$ cat config.mk
export PLATFORM = sky130hd
export DESIGN_NAME = fence_order_ctrl
export DESIGN_NICKNAME = d
export VERILOG_FILES = /design/src/rtl/fence_order_pkg.sv /design/src/rtl/fence_capture.sv /design/src/rtl/fence_fsm.sv /design/src/rtl/fence_order_ctrl.sv
export SDC_FILE = /design/constraint.sdc
export NUM_CORES = 1
export LEC_CHECK = 0
export ABC_AREA = 1
export BUFFER_PORTS_ARGS = -buffer_cell sky130_fd_sc_hd__buf_2
export CAP_MARGIN = 10
export CORE_MARGIN = 4
export CORE_UTILIZATION = 49
export CTS_CLUSTER_DIAMETER = 200
export DETAILED_ROUTE_END_ITERATION = 8
export GPL_TIMING_DRIVEN = 0
export PLACE_DENSITY = 0.78
export SYNTH_ARGS = -nofsm -noshare
export SYNTH_HDL_FRONTEND = slang
export SYNTH_HIERARCHICAL = 1
export SYNTH_SLANG_ARGS = --single-unit
$ cat constraint.sdc
create_clock -name clk -period 1.96 [get_ports clk]
set_clock_uncertainty 0.2 [all_clocks]
set_input_delay 0.196 -clock clk [delete_from_list [all_inputs] [get_ports clk]]
set_output_delay 0.196 -clock clk [all_outputs]
set_load 0.05 [all_outputs]
$ cat src/rtl/fence_order_pkg.sv
package fence_order_pkg;

    typedef enum logic [2:0] {
        FS_IDLE   = 3'd0,
        FS_WAIT   = 3'd1,
        FS_DRAIN  = 3'd2,
        FS_COMMIT = 3'd3,
        FS_FLUSH  = 3'd4
    } fence_state_e;

    typedef struct packed {
        fence_state_e state;
    } fsm_regs_t;

endpackage

$ cat src/rtl/fence_capture.sv
module fence_capture #(
    parameter int PC_W    = 32,
    parameter int IDX_W   = 5,
    parameter int PC_STEP = 4
) (
    input  logic             clk,
    input  logic             rst_n,
    input  logic             load,
    input  logic [PC_W-1:0]  disp_pc,
    input  logic [IDX_W-1:0] disp_rob_idx,
    input  logic [IDX_W-1:0] rob_head_idx,
    output logic             is_oldest,
    output logic [PC_W-1:0]  redirect_pc
);

    typedef struct packed {
        logic [PC_W-1:0]  pc;
        logic [IDX_W-1:0] idx;
    } cap_t;

    cap_t cap_d, cap_q;

    always_comb begin
        cap_d = cap_q;
        if (load) begin
            cap_d.pc  = disp_pc;
            cap_d.idx = disp_rob_idx;
        end
    end

    always_ff @(posedge clk or negedge rst_n) begin
        if (!rst_n) cap_q <= '0;
        else        cap_q <= cap_d;
    end

    assign is_oldest   = (rob_head_idx == cap_q.idx);
    assign redirect_pc = cap_q.pc + PC_W'(PC_STEP);

endmodule

$ cat src/rtl/fence_fsm.sv
module fence_fsm
    import fence_order_pkg::*;
(
    input  logic clk,
    input  logic rst_n,
    input  logic start,
    input  logic is_oldest,
    input  logic sb_empty,
    input  logic ext_flush,
    output logic load,
    output logic stall,
    output logic drain_req,
    output logic commit,
    output logic flush
);

    fsm_regs_t r_d, r_q;

    always_comb begin
        r_d  = r_q;
        load = 1'b0;
        unique case (r_q.state)
            FS_IDLE: begin
                if (start && !ext_flush) begin
                    r_d.state = FS_WAIT;
                    load      = 1'b1;
                end
            end
            FS_WAIT: begin
                if (ext_flush)      r_d.state = FS_IDLE;
                else if (is_oldest) r_d.state = FS_DRAIN;
            end
            FS_DRAIN: begin
                if (ext_flush)     r_d.state = FS_IDLE;
                else if (sb_empty) r_d.state = FS_COMMIT;
            end
            FS_COMMIT: r_d.state = FS_FLUSH;
            FS_FLUSH:  r_d.state = FS_IDLE;
            default:   r_d.state = FS_IDLE;
        endcase
    end

    always_ff @(posedge clk or negedge rst_n) begin
        if (!rst_n) r_q.state <= FS_IDLE;
        else        r_q       <= r_d;
    end

    assign stall     = (r_q.state != FS_IDLE);
    assign drain_req = (r_q.state == FS_DRAIN) && !sb_empty;
    assign commit    = (r_q.state == FS_COMMIT);
    assign flush     = (r_q.state == FS_FLUSH);

endmodule

$ cat src/rtl/fence_order_ctrl.sv
module fence_order_ctrl #(
    parameter int PC_W    = 32,
    parameter int IDX_W   = 5,
    parameter int PC_STEP = 4
) (
    input  logic             clk,
    input  logic             rst_n,
    input  logic             disp_valid,
    input  logic             disp_is_fence,
    input  logic [7:0]       disp_order_bits,
    input  logic [1:0]       disp_aqrl,
    input  logic [PC_W-1:0]  disp_pc,
    input  logic [IDX_W-1:0] disp_rob_idx,
    input  logic [IDX_W-1:0] rob_head_idx,
    input  logic             sb_empty,
    input  logic             ext_flush,
    output logic             disp_stall,
    output logic             sb_drain_req,
    output logic             fence_commit,
    output logic             flush_valid,
    output logic [PC_W-1:0]  flush_target
);

    logic start, load, is_oldest;

    // Ordering annotations are deliberately discarded: every fence is a full barrier.
    logic unused_order;
    assign unused_order = ^{disp_order_bits, disp_aqrl};

    assign start = disp_valid && disp_is_fence;

    fence_fsm u_fsm (
        .clk       (clk),
        .rst_n     (rst_n),
        .start     (start),
        .is_oldest (is_oldest),
        .sb_empty  (sb_empty),
        .ext_flush (ext_flush),
        .load      (load),
        .stall     (disp_stall),
        .drain_req (sb_drain_req),
        .commit    (fence_commit),
        .flush     (flush_valid)
    );

    fence_capture #(
        .PC_W    (PC_W),
        .IDX_W   (IDX_W),
        .PC_STEP (PC_STEP)
    ) u_cap (
        .clk          (clk),
        .rst_n        (rst_n),
        .load         (load),
        .disp_pc      (disp_pc),
        .disp_rob_idx (disp_rob_idx),
        .rob_head_idx (rob_head_idx),
        .is_oldest    (is_oldest),
        .redirect_pc  (flush_target)
    );

endmodule

==> results of run 1 <==
## through the flow
stage	cells	TNS, ps
floorplan	328	-105
global placement	478	-768
detailed placement	478	-1750
CTS	533	-2150
global route	537	-5000
finish	537	-2870
## layout by cell type, fill, tap and decap left out, types with 2 or more instances in the layout
| master | synthesis | layout |
|---|---|---|
| sky130_fd_sc_hd__clkbuf_4 | 0 | 2 |
| sky130_fd_sc_hd__o21ai_0 | 20 | 20 |
| sky130_fd_sc_hd__and2_1 | 3 | 2 |
| sky130_fd_sc_hd__xor2_2 | 0 | 11 |
| sky130_fd_sc_hd__nor2_2 | 4 | 6 |
| sky130_fd_sc_hd__buf_4 | 2 | 21 |
| sky130_fd_sc_hd__nand3_2 | 0 | 2 |
| sky130_fd_sc_hd__nor2_4 | 6 | 11 |
| sky130_fd_sc_hd__mux2_2 | 17 | 17 |
| sky130_fd_sc_hd__buf_6 | 0 | 19 |
| sky130_fd_sc_hd__dlygate4sd3_1 | 0 | 39 |
| sky130_fd_sc_hd__nand4_1 | 2 | 2 |
| sky130_fd_sc_hd__inv_1 | 32 | 32 |
| sky130_fd_sc_hd__xnor2_1 | 4 | 4 |
| sky130_fd_sc_hd__nor2_1 | 38 | 31 |
| sky130_fd_sc_hd__nand2_1 | 113 | 107 |
| sky130_fd_sc_hd__dfrtp_1 | 40 | 33 |
| sky130_fd_sc_hd__clkbuf_8 | 0 | 6 |
| sky130_fd_sc_hd__nand2_2 | 2 | 6 |
| sky130_fd_sc_hd__dfrtp_2 | 0 | 7 |
| sky130_fd_sc_hd__nand2_4 | 1 | 3 |
| sky130_fd_sc_hd__xor2_1 | 15 | 3 |
| sky130_fd_sc_hd__nand3_1 | 19 | 17 |
| sky130_fd_sc_hd__buf_2 | 2 | 58 |
## flip-flops by register name, indices dropped and copies added, names as in the netlist
| name | count |
|---|---|
| u_fsm/r_q | 3 |
| u_cap/cap_q | 37 |
## worst paths after layout
kind | depth (start not counted) | to | slack, ps
worst max-delay path | 7 | flush_target[10] | -180
worst min-delay path | 4 | u_fsm/r_q[1] | 20
worst max register to register | 7 | u_cap/cap_q[25] | 120
worst min register to register | 1 | u_cap/cap_q[5] | 330
max in group asynchronous | 2 | u_cap/cap_q[18] | 550
min in group asynchronous | 2 | u_cap/cap_q[27] | 380
## kinds of logic (layout without fill, tap and decap cells)
kind of cell               after synthesis  after routing  share of synthesized area (%)
other                                    0              1                              0
and+or+nand+nor                        190            190                           33.4
AOI/OAI and AO/OA                       21             21                           4.28
buffers and inverters                   40            181                           6.52
muxes                                   17             17                           7.79
DFF                                     40             40                           40.7
xor gates and xnor gates                19             19                           6.77
adders and majority gates                1              1                          0.509
## power by group through the flow
stage / Combinational (mW) / Clock, mW / Sequential [mW]
finish: 3.89 / 0.719 / 1.72
global route: 4.15 / 0.774 / 1.77
CTS: 3.72 / 0.728 / 1.67
detailed placement: 3.19 / 0 / 1.70
global placement: 3.11 / 0 / 1.68
floorplan: 2.57 / 0 / 1.58
## worst max-delay path, stage by stage (launching register included)
cell and delay, ps:
sky130_fd_sc_hd__dfrtp_1 410, sky130_fd_sc_hd__nand2_1 110, sky130_fd_sc_hd__nor2_1 220, sky130_fd_sc_hd__nand2_4 130, sky130_fd_sc_hd__buf_4 160, sky130_fd_sc_hd__buf_6 110
sky130_fd_sc_hd__xor2_2 140, sky130_fd_sc_hd__buf_6 180
## cell type report
cell class | instances | area (um^2)
fillers | 309 | 872
diodes | 1 | 2.50
clock buffers | 6 | 82.6
repair buffers | 133 | 1030
plain buffers | 8 | 53.8
inverters | 32 | 120
clock inverters | 2 | 38.8
well taps | 67 | 83.8
flip-flops and latches | 40 | 1010
multi-input cells | 248 | 1490
## timing repair
action,CTS,global route
cloned,0,0
setup endpoints to repair,45,56
buffers inserted,8,3
endpoints found under the hold margin,78,0
pin swaps,13,5
resized for setup,63,29
hold buffers,39,0
## metal layers
metal	track usage [%]	part of all wire (%)
met3	6.01	7.3
met2	48.6	51
met1	30.9	38
met5	0	0
met4	9.79	3.0
==> impl_metrics.prom, run 1 <==
# TYPE chip_impl_metric gauge
chip_impl_metric{name="grt_start_max_net_pins",unit=""} 41
chip_impl_metric{name="power_per_cell_area",unit="mW/mm^2"} 1620
chip_impl_metric{name="cts_num_sinks",unit=""} 40
chip_impl_info{name="crit-reg2reg-launch",value="u_fsm/r_q[2]"} 1
chip_impl_metric{name="dr.first_iter.drc_count",unit=""} 177
chip_impl_metric{name="synth_warnings",unit=""} 6
chip_impl_metric{name="gp_congestion",unit=""} 0.889
chip_impl_metric{name="finalMaxSlewViolations",unit=""} 0
chip_impl_metric{name="area_of_the_core_region",unit="mm^2"} 0.00479
chip_impl_info{name="yosysMostFrequentCell",value="sky130_fd_sc_hd__nand2_1"} 1
chip_impl_info{name="synth_common_cells",value="sky130_fd_sc_hd__nand2_1, sky130_fd_sc_hd__dfrtp_1, sky130_fd_sc_hd__nor2_1"} 1
chip_impl_metric{name="drv.max_cap_violation_count",unit=""} 0
chip_impl_metric{name="final_util",unit="%"} 81.8
chip_impl_metric{name="p_clk_share",unit="%"} 11.4
chip_impl_metric{name="nets",unit=""} 527
chip_impl_info{name="failed_checks",value="setup timing"} 1
chip_impl_metric{name="wl_per_cell",unit="um"} 14.7
chip_impl_info{name="outcome",value="finished, violations left"} 1
chip_impl_metric{name="netlist.area_leader.share",unit="%"} 40.7
chip_impl_metric{name="first_pass_grt_wire_length",unit="um"} 13100
chip_impl_metric{name="final_min_period_over_clock_period",unit="%"} 109
chip_impl_metric{name="floorplan.initialDensity",unit="%"} 51.3
chip_impl_metric{name="critical_path.max_fanout",unit=""} 4
chip_impl_metric{name="finalPower",unit="mW"} 6.33
chip_impl_metric{name="arrival",unit="ps"} 1750
chip_impl_metric{name="drive_above_1_share",unit="%"} 37.5
chip_impl_info{name="clock-root-buffer",value="sky130_fd_sc_hd__clkbuf_8"} 1
chip_impl_info{name="critical_path.startpoint",value="u_cap/cap_q[13]"} 1
chip_impl_metric{name="area_growth_syn_to_layout",unit="%"} 59.3
chip_impl_info{name="grt_setup_unrepaired",value="yes"} 1
chip_impl_metric{name="tightest_slew",unit="ps"} 923
chip_impl_metric{name="via_per_inst",unit=""} 5.03
chip_impl_metric{name="cts_made_buffers",unit=""} 5
chip_impl_metric{name="period_needed",unit="ps"} 2140
chip_impl_metric{name="io_pins",unit=""} 94
chip_impl_metric{name="worst_skew_pair.late_latency",unit="ps"} 290
chip_impl_metric{name="setup_viol",unit=""} 24
chip_impl_metric{name="comb_power_share",unit="%"} 61.5
chip_impl_info{name="cp-end-kind",value="output port"} 1
chip_impl_info{name="cts_tree",value="done"} 1
chip_impl_metric{name="number_of_global_route_vias_before_repair",unit=""} 2808
chip_impl_metric{name="hpwlAfterDp",unit="um"} 5070
chip_impl_metric{name="overflow",unit=""} 0
chip_impl_metric{name="postSynthRegisterBits",unit=""} 40
chip_impl_metric{name="h-tree-depth",unit=""} 2
chip_impl_metric{name="timing_hold_violations_final",unit=""} 0
chip_impl_metric{name="netSwitchingPower",unit="mW"} 3.30
chip_impl_metric{name="timing.max_slew.rel_slack",unit="%"} 38.5
chip_impl_metric{name="antenna_found_initial",unit=""} 1
chip_impl_metric{name="cellInternalPower",unit="mW"} 3.03
chip_impl_metric{name="leakage_component_of_the_power",unit="nW"} 1.86
chip_impl_metric{name="clock_path_buffers",unit=""} 2
chip_impl_info{name="hold_start",value="ext_flush"} 1
chip_impl_metric{name="place_worst_setup_slack",unit="ps"} -161
chip_impl_metric{name="synth.avg_cell_area",unit="um^2"} 7.49
chip_impl_metric{name="post_synthesis_instance_area",unit="mm^2"} 0.00246
chip_impl_info{name="synth_top_cells_by_area",value="sky130_fd_sc_hd__dfrtp_1, sky130_fd_sc_hd__nand2_1, sky130_fd_sc_hd__mux2_2"} 1
chip_impl_metric{name="final.setup.worst_slack",unit="ps"} -183
chip_impl_metric{name="hold_slack",unit="ps"} 21.6
chip_impl_metric{name="postSynthNetCount",unit=""} 387
chip_impl_metric{name="die_width",unit="um"} 78.8
chip_impl_metric{name="drc_errors",unit=""} 0
chip_impl_metric{name="sequential_share_of_the_synthesized_area",unit="%"} 40.7
chip_impl_metric{name="synthCells",unit=""} 328
chip_impl_metric{name="count_of_nets_left_with_antenna_violations_after_detail_routing",unit=""} 0
chip_impl_metric{name="worst-endpoint-required",unit="ps"} 1560
chip_impl_metric{name="via_count",unit=""} 2702
chip_impl_metric{name="globalRouteTotalUtil",unit="%"} 26.8
chip_impl_info{name="synth_flop_cell",value="sky130_fd_sc_hd__dfrtp_1"} 1
chip_impl_metric{name="std_cell_rows",unit=""} 25
chip_impl_info{name="hold_path_class",value="primary input to register"} 1
chip_impl_metric{name="drt_pass1_iterations",unit=""} 4
chip_impl_info{name="critPathLaunchType",value="register"} 1
chip_impl_metric{name="synthDistinctLibCells",unit=""} 22
chip_impl_info{name="post-synth-top-area-cell",value="sky130_fd_sc_hd__dfrtp_1"} 1
chip_impl_info{name="critPathKind",value="register to output port"} 1
chip_impl_metric{name="number_of_enable_type_register_cells_in_the_synthesized_netlist",unit=""} 0
chip_impl_metric{name="ys_async_sr_fraction",unit="%"} 100
chip_impl_metric{name="finalWirelength",unit="um"} 7880
chip_impl_metric{name="irDropWorstVdd",unit="V"} 0.00147
chip_impl_metric{name="placed_cell_area",unit="mm^2"} 0.00306
chip_impl_metric{name="dieArea",unit="mm^2"} 0.00621
chip_impl_metric{name="pwr-share-seq",unit="%"} 27.1
chip_impl_metric{name="io_buffers",unit=""} 83
chip_impl_metric{name="clkTransAtPathRegs",unit="ps"} 80
chip_impl_metric{name="finish.instance_area",unit="mm^2"} 0.00391
chip_impl_metric{name="die-height",unit="um"} 78.8
chip_impl_metric{name="achievable-frequency",unit="GHz"} 0.467
chip_impl_metric{name="power_switching_share",unit="%"} 52.2
(Power assumes the default switching activity.)
==> run 2, diff against run 1 <==
--- a/config.mk
+++ b/config.mk
@@ -14,6 +14,7 @@
 export DETAILED_ROUTE_END_ITERATION = 8
 export GPL_TIMING_DRIVEN = 0
 export PLACE_DENSITY = 0.78
+export RECOVER_POWER = 25
 export SYNTH_ARGS = -nofsm -noshare
 export SYNTH_HDL_FRONTEND = slang
 export SYNTH_HIERARCHICAL = 1
==> impl_metrics.prom, run 2 (same netlist as run 1, synthesis figures left out) <==
# TYPE chip_impl_metric gauge
chip_impl_info{name="outcome",value="finished, violations left"} 1
chip_impl_info{name="failed_checks",value="setup timing"} 1
chip_impl_metric{name="worst_skew_pair.late_latency",unit="ps"} 290
chip_impl_metric{name="nets",unit=""} 527
chip_impl_metric{name="io_buffers",unit=""} 83
chip_impl_info{name="largestRegisters",value="u_cap/cap_q (37), u_fsm/r_q (3)"} 1
chip_impl_metric{name="cts_made_buffers",unit=""} 5
chip_impl_metric{name="setup_tns",unit="ps"} -2800
chip_impl_metric{name="std_cell_rows",unit=""} 25
chip_impl_metric{name="timing_hold_violations_final",unit=""} 0
chip_impl_info{name="mostFrequentLayoutCell",value="sky130_fd_sc_hd__nand2_1"} 1
chip_impl_metric{name="drv.max_cap_violation_count",unit=""} 0
chip_impl_metric{name="count_of_nets_left_with_antenna_violations_after_detail_routing",unit=""} 0
chip_impl_metric{name="area_of_the_core_region",unit="mm^2"} 0.00479
chip_impl_metric{name="power_per_cell_area",unit="mW/mm^2"} 1620
chip_impl_metric{name="finalMaxSlewViolations",unit=""} 0
chip_impl_metric{name="clkTransAtPathRegs",unit="ps"} 80
chip_impl_metric{name="timing.max_slew.rel_slack",unit="%"} 31.3
chip_impl_metric{name="die-height",unit="um"} 78.8
chip_impl_metric{name="final_util",unit="%"} 81.7
chip_impl_metric{name="drive_above_1_share",unit="%"} 37.1
chip_impl_metric{name="antenna_found_initial",unit=""} 1
chip_impl_metric{name="number_of_global_route_vias_before_repair",unit=""} 2808
chip_impl_metric{name="tightest_slew",unit="ps"} 1030
chip_impl_metric{name="largest_register_ffs",unit=""} 37
chip_impl_metric{name="hpwlAfterDp",unit="um"} 5070
chip_impl_info{name="cts_tree",value="done"} 1
chip_impl_info{name="highest_layer",value="met4"} 1
chip_impl_metric{name="cts_num_sinks",unit=""} 40
chip_impl_info{name="crit-reg2reg-launch",value="u_fsm/r_q[2]"} 1
chip_impl_metric{name="drt_pass1_iterations",unit=""} 4
chip_impl_metric{name="via_count",unit=""} 2696
chip_impl_metric{name="io_pins",unit=""} 94
chip_impl_info{name="hold_path_class",value="primary input to register"} 1
chip_impl_info{name="hold_start",value="ext_flush"} 1
chip_impl_metric{name="h-tree-depth",unit=""} 2
chip_impl_metric{name="arrival",unit="ps"} 1740
chip_impl_metric{name="first_pass_grt_wire_length",unit="um"} 13100
chip_impl_metric{name="period_needed",unit="ps"} 2140
chip_impl_metric{name="r2r_setup_slack",unit="ps"} 110
chip_impl_metric{name="drc_errors",unit=""} 0
chip_impl_metric{name="final_min_period_over_clock_period",unit="%"} 109
chip_impl_metric{name="place_worst_setup_slack",unit="ps"} -161
chip_impl_info{name="grt_setup_unrepaired",value="yes"} 1
chip_impl_metric{name="critical_path.max_fanout",unit=""} 4
chip_impl_metric{name="worst-endpoint-required",unit="ps"} 1560
chip_impl_metric{name="dr.first_iter.drc_count",unit=""} 177
chip_impl_metric{name="wl_per_cell",unit="um"} 14.7
chip_impl_info{name="worstReg2RegEnd",value="u_cap/cap_q[25]"} 1
chip_impl_metric{name="wire_length_on_met2",unit="um"} 4050
chip_impl_metric{name="overflow",unit=""} 0
chip_impl_metric{name="area_growth_syn_to_layout",unit="%"} 59.2
chip_impl_metric{name="achievable-frequency",unit="GHz"} 0.467
chip_impl_metric{name="leakage_component_of_the_power",unit="nW"} 1.86
chip_impl_info{name="largest-register",value="u_cap/cap_q"} 1
chip_impl_metric{name="via_per_inst",unit=""} 5.02
chip_impl_metric{name="final.setup.worst_slack",unit="ps"} -179
chip_impl_metric{name="grt_start_max_net_pins",unit=""} 41
chip_impl_info{name="critPathKind",value="register to output port"} 1
chip_impl_metric{name="timing.reg2reg.worst_path_depth",unit=""} 7
chip_impl_info{name="min_to",value="u_fsm/r_q[1]"} 1
chip_impl_info{name="cp-end-kind",value="output port"} 1
chip_impl_info{name="clock-root-buffer",value="sky130_fd_sc_hd__clkbuf_8"} 1
chip_impl_metric{name="gp_congestion",unit=""} 0.889
chip_impl_metric{name="clock_path_buffers",unit=""} 2
chip_impl_metric{name="dieArea",unit="mm^2"} 0.00621
chip_impl_metric{name="number_of_cells_on_the_worst_hold_path",unit=""} 4
chip_impl_info{name="layout_common_cells",value="sky130_fd_sc_hd__nand2_1, sky130_fd_sc_hd__buf_2, sky130_fd_sc_hd__dlygate4sd3_1, sky130_fd_sc_hd__dfrtp_1, sky130_fd_sc_hd__inv_1"} 1
chip_impl_metric{name="setup_viol",unit=""} 24
chip_impl_metric{name="globalRouteTotalUtil",unit="%"} 26.8
chip_impl_info{name="critPathLaunchType",value="register"} 1
chip_impl_metric{name="finalWirelength",unit="um"} 7900
chip_impl_metric{name="irDropWorstVdd",unit="V"} 0.00145
chip_impl_metric{name="floorplan.initialDensity",unit="%"} 51.3
chip_impl_metric{name="wl_met3",unit="um"} 547
chip_impl_metric{name="die_width",unit="um"} 78.8
chip_impl_metric{name="wl_met1",unit="um"} 3060
-- run 2: cell types whose count changed in the layout (fill, tap and decap cells not counted) --
| cell | before | now |
|---|---|---|
| sky130_fd_sc_hd__buf_2 | 58 | 55 |
| sky130_fd_sc_hd__clkbuf_2 | 0 | 1 |
| sky130_fd_sc_hd__clkbuf_1 | 1 | 3 |
-- run 2: power by group --
part	total [mW]	switching [mW]	internal [mW]
Clock	0.718	0.301	0.417
Sequential	1.72	0.472	1.25
Combinational	3.89	2.53	1.36
Total	6.32	3.30	3.02
-- run 2: timing repair --
item                                    CTS  global route
buffers inserted                          8             3
gates cloned                              0             0
endpoints found under the hold margin    78             0
hold buffers                             39             0
resized for setup                        63            29
endpoints found under the setup margin   45            56
pin swaps                                13             5
-- run 2: area by class of cell --
class / instances / area (um^2)
inverter: 32 / 120
clock buffer: 6 / 82.6
tap: 67 / 83.8
timing repair buffer: 133 / 1030
fill: 310 / 875
clock inverter: 2 / 38.8
antenna: 1 / 2.50
sequential: 40 / 1010
multi-input combinational: 248 / 1490
buffer: 8 / 53.8
-- run 2: through the flow --
stage	cells	area [um^2]	total power [mW]	hold WS (ps)
final	537	3910	6.32	21.7
after global routing	537	3910	6.69	97.1
after CTS	533	3830	6.12	2.73
after detailed placement	478	3060	4.90	175
after global placement	478	3060	4.79	174
after floorplan	328	2560	4.15	-300
-- run 2: worst max path at each step --
stage / start / to / slack (ps) / depth (start not counted)
floorplan: u_cap/cap_q[7] / flush_target[15] / -40 / 5
global placement: u_fsm/r_q[2] / u_cap/cap_q[25] / -70 / 7
detailed placement: u_fsm/r_q[2] / u_cap/cap_q[10] / -160 / 7
CTS: u_cap/cap_q[8] / flush_target[31] / -140 / 7
global route: u_cap/cap_q[13] / flush_target[22] / -290 / 8
finish: u_cap/cap_q[7] / flush_target[10] / -180 / 8
-- run 2: layer usage --
layer	track usage (%)	up-vias
li1	-	1291
met1	30.9	1265
met2	48.6	117
met3	6.01	23
met4	9.79	0
met5	0	-
-- run 2: critical path, stage by stage (launching register included) --
cell and delay [ps]:
sky130_fd_sc_hd__dfrtp_1 410, sky130_fd_sc_hd__ha_4 180, sky130_fd_sc_hd__nand2_4 60, sky130_fd_sc_hd__nor2_4 110, sky130_fd_sc_hd__nand2_4 100, sky130_fd_sc_hd__buf_4 160
sky130_fd_sc_hd__buf_6 110, sky130_fd_sc_hd__xor2_2 140, sky130_fd_sc_hd__buf_6 180
==> run 3, diff against run 2 <==
--- a/config.mk
+++ b/config.mk
@@ -8,12 +8,14 @@
 export ABC_AREA = 1
 export BUFFER_PORTS_ARGS = -buffer_cell sky130_fd_sc_hd__buf_2
 export CAP_MARGIN = 10
+export CELL_PAD_IN_SITES_DETAIL_PLACEMENT = 1
+export CELL_PAD_IN_SITES_GLOBAL_PLACEMENT = 1
 export CORE_MARGIN = 4
-export CORE_UTILIZATION = 49
+export CORE_UTILIZATION = 34
 export CTS_CLUSTER_DIAMETER = 200
 export DETAILED_ROUTE_END_ITERATION = 8
 export GPL_TIMING_DRIVEN = 0
-export PLACE_DENSITY = 0.78
+export PLACE_DENSITY = 0.77
 export RECOVER_POWER = 25
 export SYNTH_ARGS = -nofsm -noshare
 export SYNTH_HDL_FRONTEND = slang
==> impl_metrics.prom, run 3 (same netlist as run 1, synthesis figures left out) <==
# TYPE chip_impl_metric gauge
chip_impl_info{name="outcome",value="finished, violations left"} 1
chip_impl_info{name="failed_checks",value="setup timing"} 1
chip_impl_metric{name="clkTransAtPathRegs",unit="ps"} 90
chip_impl_metric{name="die_width",unit="um"} 93.0
chip_impl_info{name="critPathKind",value="register to output port"} 1
chip_impl_metric{name="cts_num_sinks",unit=""} 40
chip_impl_metric{name="io_buffers",unit=""} 83
chip_impl_metric{name="drc_errors",unit=""} 0
chip_impl_metric{name="drv.max_cap_violation_count",unit=""} 0
chip_impl_info{name="grt_setup_unrepaired",value="yes"} 1
chip_impl_metric{name="worst_skew_pair.late_latency",unit="ps"} 300
chip_impl_info{name="mostFrequentLayoutCell",value="sky130_fd_sc_hd__nand2_1"} 1
chip_impl_metric{name="area_growth_syn_to_layout",unit="%"} 68.9
chip_impl_metric{name="clock_path_buffers",unit=""} 2
chip_impl_metric{name="timing.max_slew.rel_slack",unit="%"} 27.4
chip_impl_metric{name="power_per_cell_area",unit="mW/mm^2"} 1620
chip_impl_metric{name="period_needed",unit="ps"} 2240
chip_impl_metric{name="worst-endpoint-required",unit="ps"} 1560
chip_impl_metric{name="place.detailed.instances",unit=""} 507
chip_impl_metric{name="antenna_found_initial",unit=""} 0
chip_impl_metric{name="finalWirelength",unit="um"} 10100
chip_impl_metric{name="wl_per_cell",unit="um"} 17.5
chip_impl_metric{name="gp_congestion",unit=""} 0.835
chip_impl_metric{name="cts_made_buffers",unit=""} 5
chip_impl_metric{name="hold_slack",unit="ps"} 24.7
chip_impl_metric{name="globalRouteTotalUtil",unit="%"} 22.9
chip_impl_info{name="cts_tree",value="done"} 1
chip_impl_metric{name="count_of_nets_left_with_antenna_violations_after_detail_routing",unit=""} 0
chip_impl_metric{name="nets",unit=""} 539
chip_impl_metric{name="arrival",unit="ps"} 1840
chip_impl_metric{name="dieArea",unit="mm^2"} 0.00865
chip_impl_metric{name="final_min_period_over_clock_period",unit="%"} 114
chip_impl_metric{name="first_pass_grt_wire_length",unit="um"} 15500
chip_impl_metric{name="largest_register_ffs",unit=""} 37
chip_impl_info{name="cp-end-kind",value="output port"} 1
chip_impl_metric{name="floorplan.initialDensity",unit="%"} 35.6
chip_impl_metric{name="irDropWorstVdd",unit="V"} 0.00106
chip_impl_metric{name="fillerInstances",unit=""} 867
chip_impl_metric{name="hpwlAfterDp",unit="um"} 5950
chip_impl_info{name="cell_breakdown_of_the_critical_path",value="ha_4 -> nand2_4 -> nor2_4 -> nand2_4 -> nor2_4 -> nand2_1 -> nand2_1 -> nand2_1 -> buf_6"} 1
chip_impl_metric{name="setup_viol",unit=""} 27
chip_impl_metric{name="final.setup.worst_slack",unit="ps"} -277
chip_impl_metric{name="drive_above_1_share",unit="%"} 41.6
chip_impl_metric{name="number_of_cells_on_the_worst_hold_path",unit=""} 4
chip_impl_metric{name="achievable-frequency",unit="GHz"} 0.447
chip_impl_info{name="layout_common_cells",value="sky130_fd_sc_hd__nand2_1, sky130_fd_sc_hd__buf_2, sky130_fd_sc_hd__dlygate4sd3_1, sky130_fd_sc_hd__dfrtp_1, sky130_fd_sc_hd__inv_1"} 1
chip_impl_metric{name="h-tree-depth",unit=""} 2
chip_impl_info{name="worst_path_most_repeated_cell",value="sky130_fd_sc_hd__nand2_1"} 1
chip_impl_metric{name="timing.reg2reg.worst_path_depth",unit=""} 5
chip_impl_metric{name="finalMaxSlewViolations",unit=""} 0
chip_impl_info{name="hold_path_class",value="primary input to register"} 1
chip_impl_info{name="clock-root-buffer",value="sky130_fd_sc_hd__clkbuf_8"} 1
chip_impl_metric{name="grt_start_max_net_pins",unit=""} 41
chip_impl_info{name="largest-register",value="u_cap/cap_q"} 1
chip_impl_metric{name="drt_pass1_iterations",unit=""} 4
chip_impl_info{name="largestRegisters",value="u_cap/cap_q (37), u_fsm/r_q (3)"} 1
chip_impl_metric{name="antenna_cells",unit=""} 0
chip_impl_metric{name="via_per_inst",unit=""} 4.79
chip_impl_metric{name="die-height",unit="um"} 93.0
chip_impl_metric{name="overflow",unit=""} 0
chip_impl_metric{name="finalPower",unit="mW"} 6.71
chip_impl_metric{name="finish.cell_count_without_fillers",unit=""} 577
chip_impl_metric{name="std_cell_rows",unit=""} 30
chip_impl_metric{name="via_count",unit=""} 2762
chip_impl_metric{name="cpPeakStageDelay",unit="ps"} 430
chip_impl_metric{name="leakage_component_of_the_power",unit="nW"} 1.95
chip_impl_metric{name="io_pins",unit=""} 94
chip_impl_metric{name="number_of_global_route_vias_before_repair",unit=""} 3060
chip_impl_metric{name="area_of_the_core_region",unit="mm^2"} 0.00691
chip_impl_metric{name="timing_hold_violations_final",unit=""} 0
chip_impl_metric{name="critical_path.max_fanout",unit=""} 5
chip_impl_metric{name="tightest_slew",unit="ps"} 1090
chip_impl_info{name="crit_path_top_delay_cell",value="sky130_fd_sc_hd__dfrtp_1"} 1
chip_impl_info{name="critPathLaunchType",value="register"} 1
chip_impl_metric{name="dr.first_iter.drc_count",unit=""} 126
==> run 3: cell count changes in the layout (fill, tap and decap cells not counted), sizes merged <==
cell and delta:
clkbuf +1, diode -1, buf +11
==> run 3: layer usage <==
layer / GRT usage [%] / up-vias / share of wire, %
met4: 4.76 / 0 / 2.1
met1: 26.4 / 1343 / 39
met2: 43.7 / 89 / 54
met5: 0 / - / 0
met3: 4.51 / 17 / 4.6
li1: - / 1313 / -
==> run 3: area by class of cell <==
class | instances | area (um^2) | area share, %
plain buffers | 8 | 53.8 | 1.30
multi-input cells | 248 | 1550 | 37.4
clock inverters | 2 | 38.8 | 0.935
well taps | 96 | 120 | 2.89
repair buffers | 145 | 1170 | 28.2
clock buffers | 6 | 82.6 | 1.99
flip-flops and latches | 40 | 1010 | 24.3
inverters | 32 | 120 | 2.89
==> run 3: worst max-delay path, delay by kind of cell, from the launching register on <==
| family | cells | cell delay, ps |
|---|---|---|
| adder cells (fa/ha/maj) | 1 | 180 |
| buffers and inverters | 1 | 150 |
| flip-flops | 1 | 430 |
| AND/OR/NAND/NOR | 7 | 760 |
==> run 3: report_power, final <==
part	switching [mW]	internal [mW]
logic	2.70	1.54
registers	0.485	1.24
clock network	0.326	0.417
total	3.51	3.20
==> run 3: path summary, 6_finish.rpt <==
| check | from | end | slack, ps |
|---|---|---|---|
| hold reg to reg | u_cap/cap_q[6] | u_cap/cap_q[6] | 320 |
| setup / recovery | u_cap/cap_q[8] | flush_target[22] | -280 |
| min in group asynchronous | rst_n | u_cap/cap_q[25] | 430 |
| setup reg to reg | u_fsm/r_q[2] | u_cap/cap_q[18] | 100 |
| max in group asynchronous | rst_n | u_cap/cap_q[21] | 390 |
| hold / removal | ext_flush | u_fsm/r_q[1] | 20 |
==> run 3: through the flow <==
step	area, um^2	setup slack (ps)	TNS (ps)	util [%]
finish	4150	-277	-5560	60.1
floorplan	2560	-35.3	-105	-
CTS	4020	-208	-3600	58.3
global route	4150	-407	-8090	60.1
global placement	3100	-103	-1280	44.8
detailed placement	3100	-149	-2340	44.8
==> run 3: timing repair <==
item	CTS	global route
buffers inserted	16	7
hold endpoints to repair	78	0
pin swaps	16	14
hold buffers	39	0
gates resized for setup	92	24
endpoints found under the setup margin	44	50
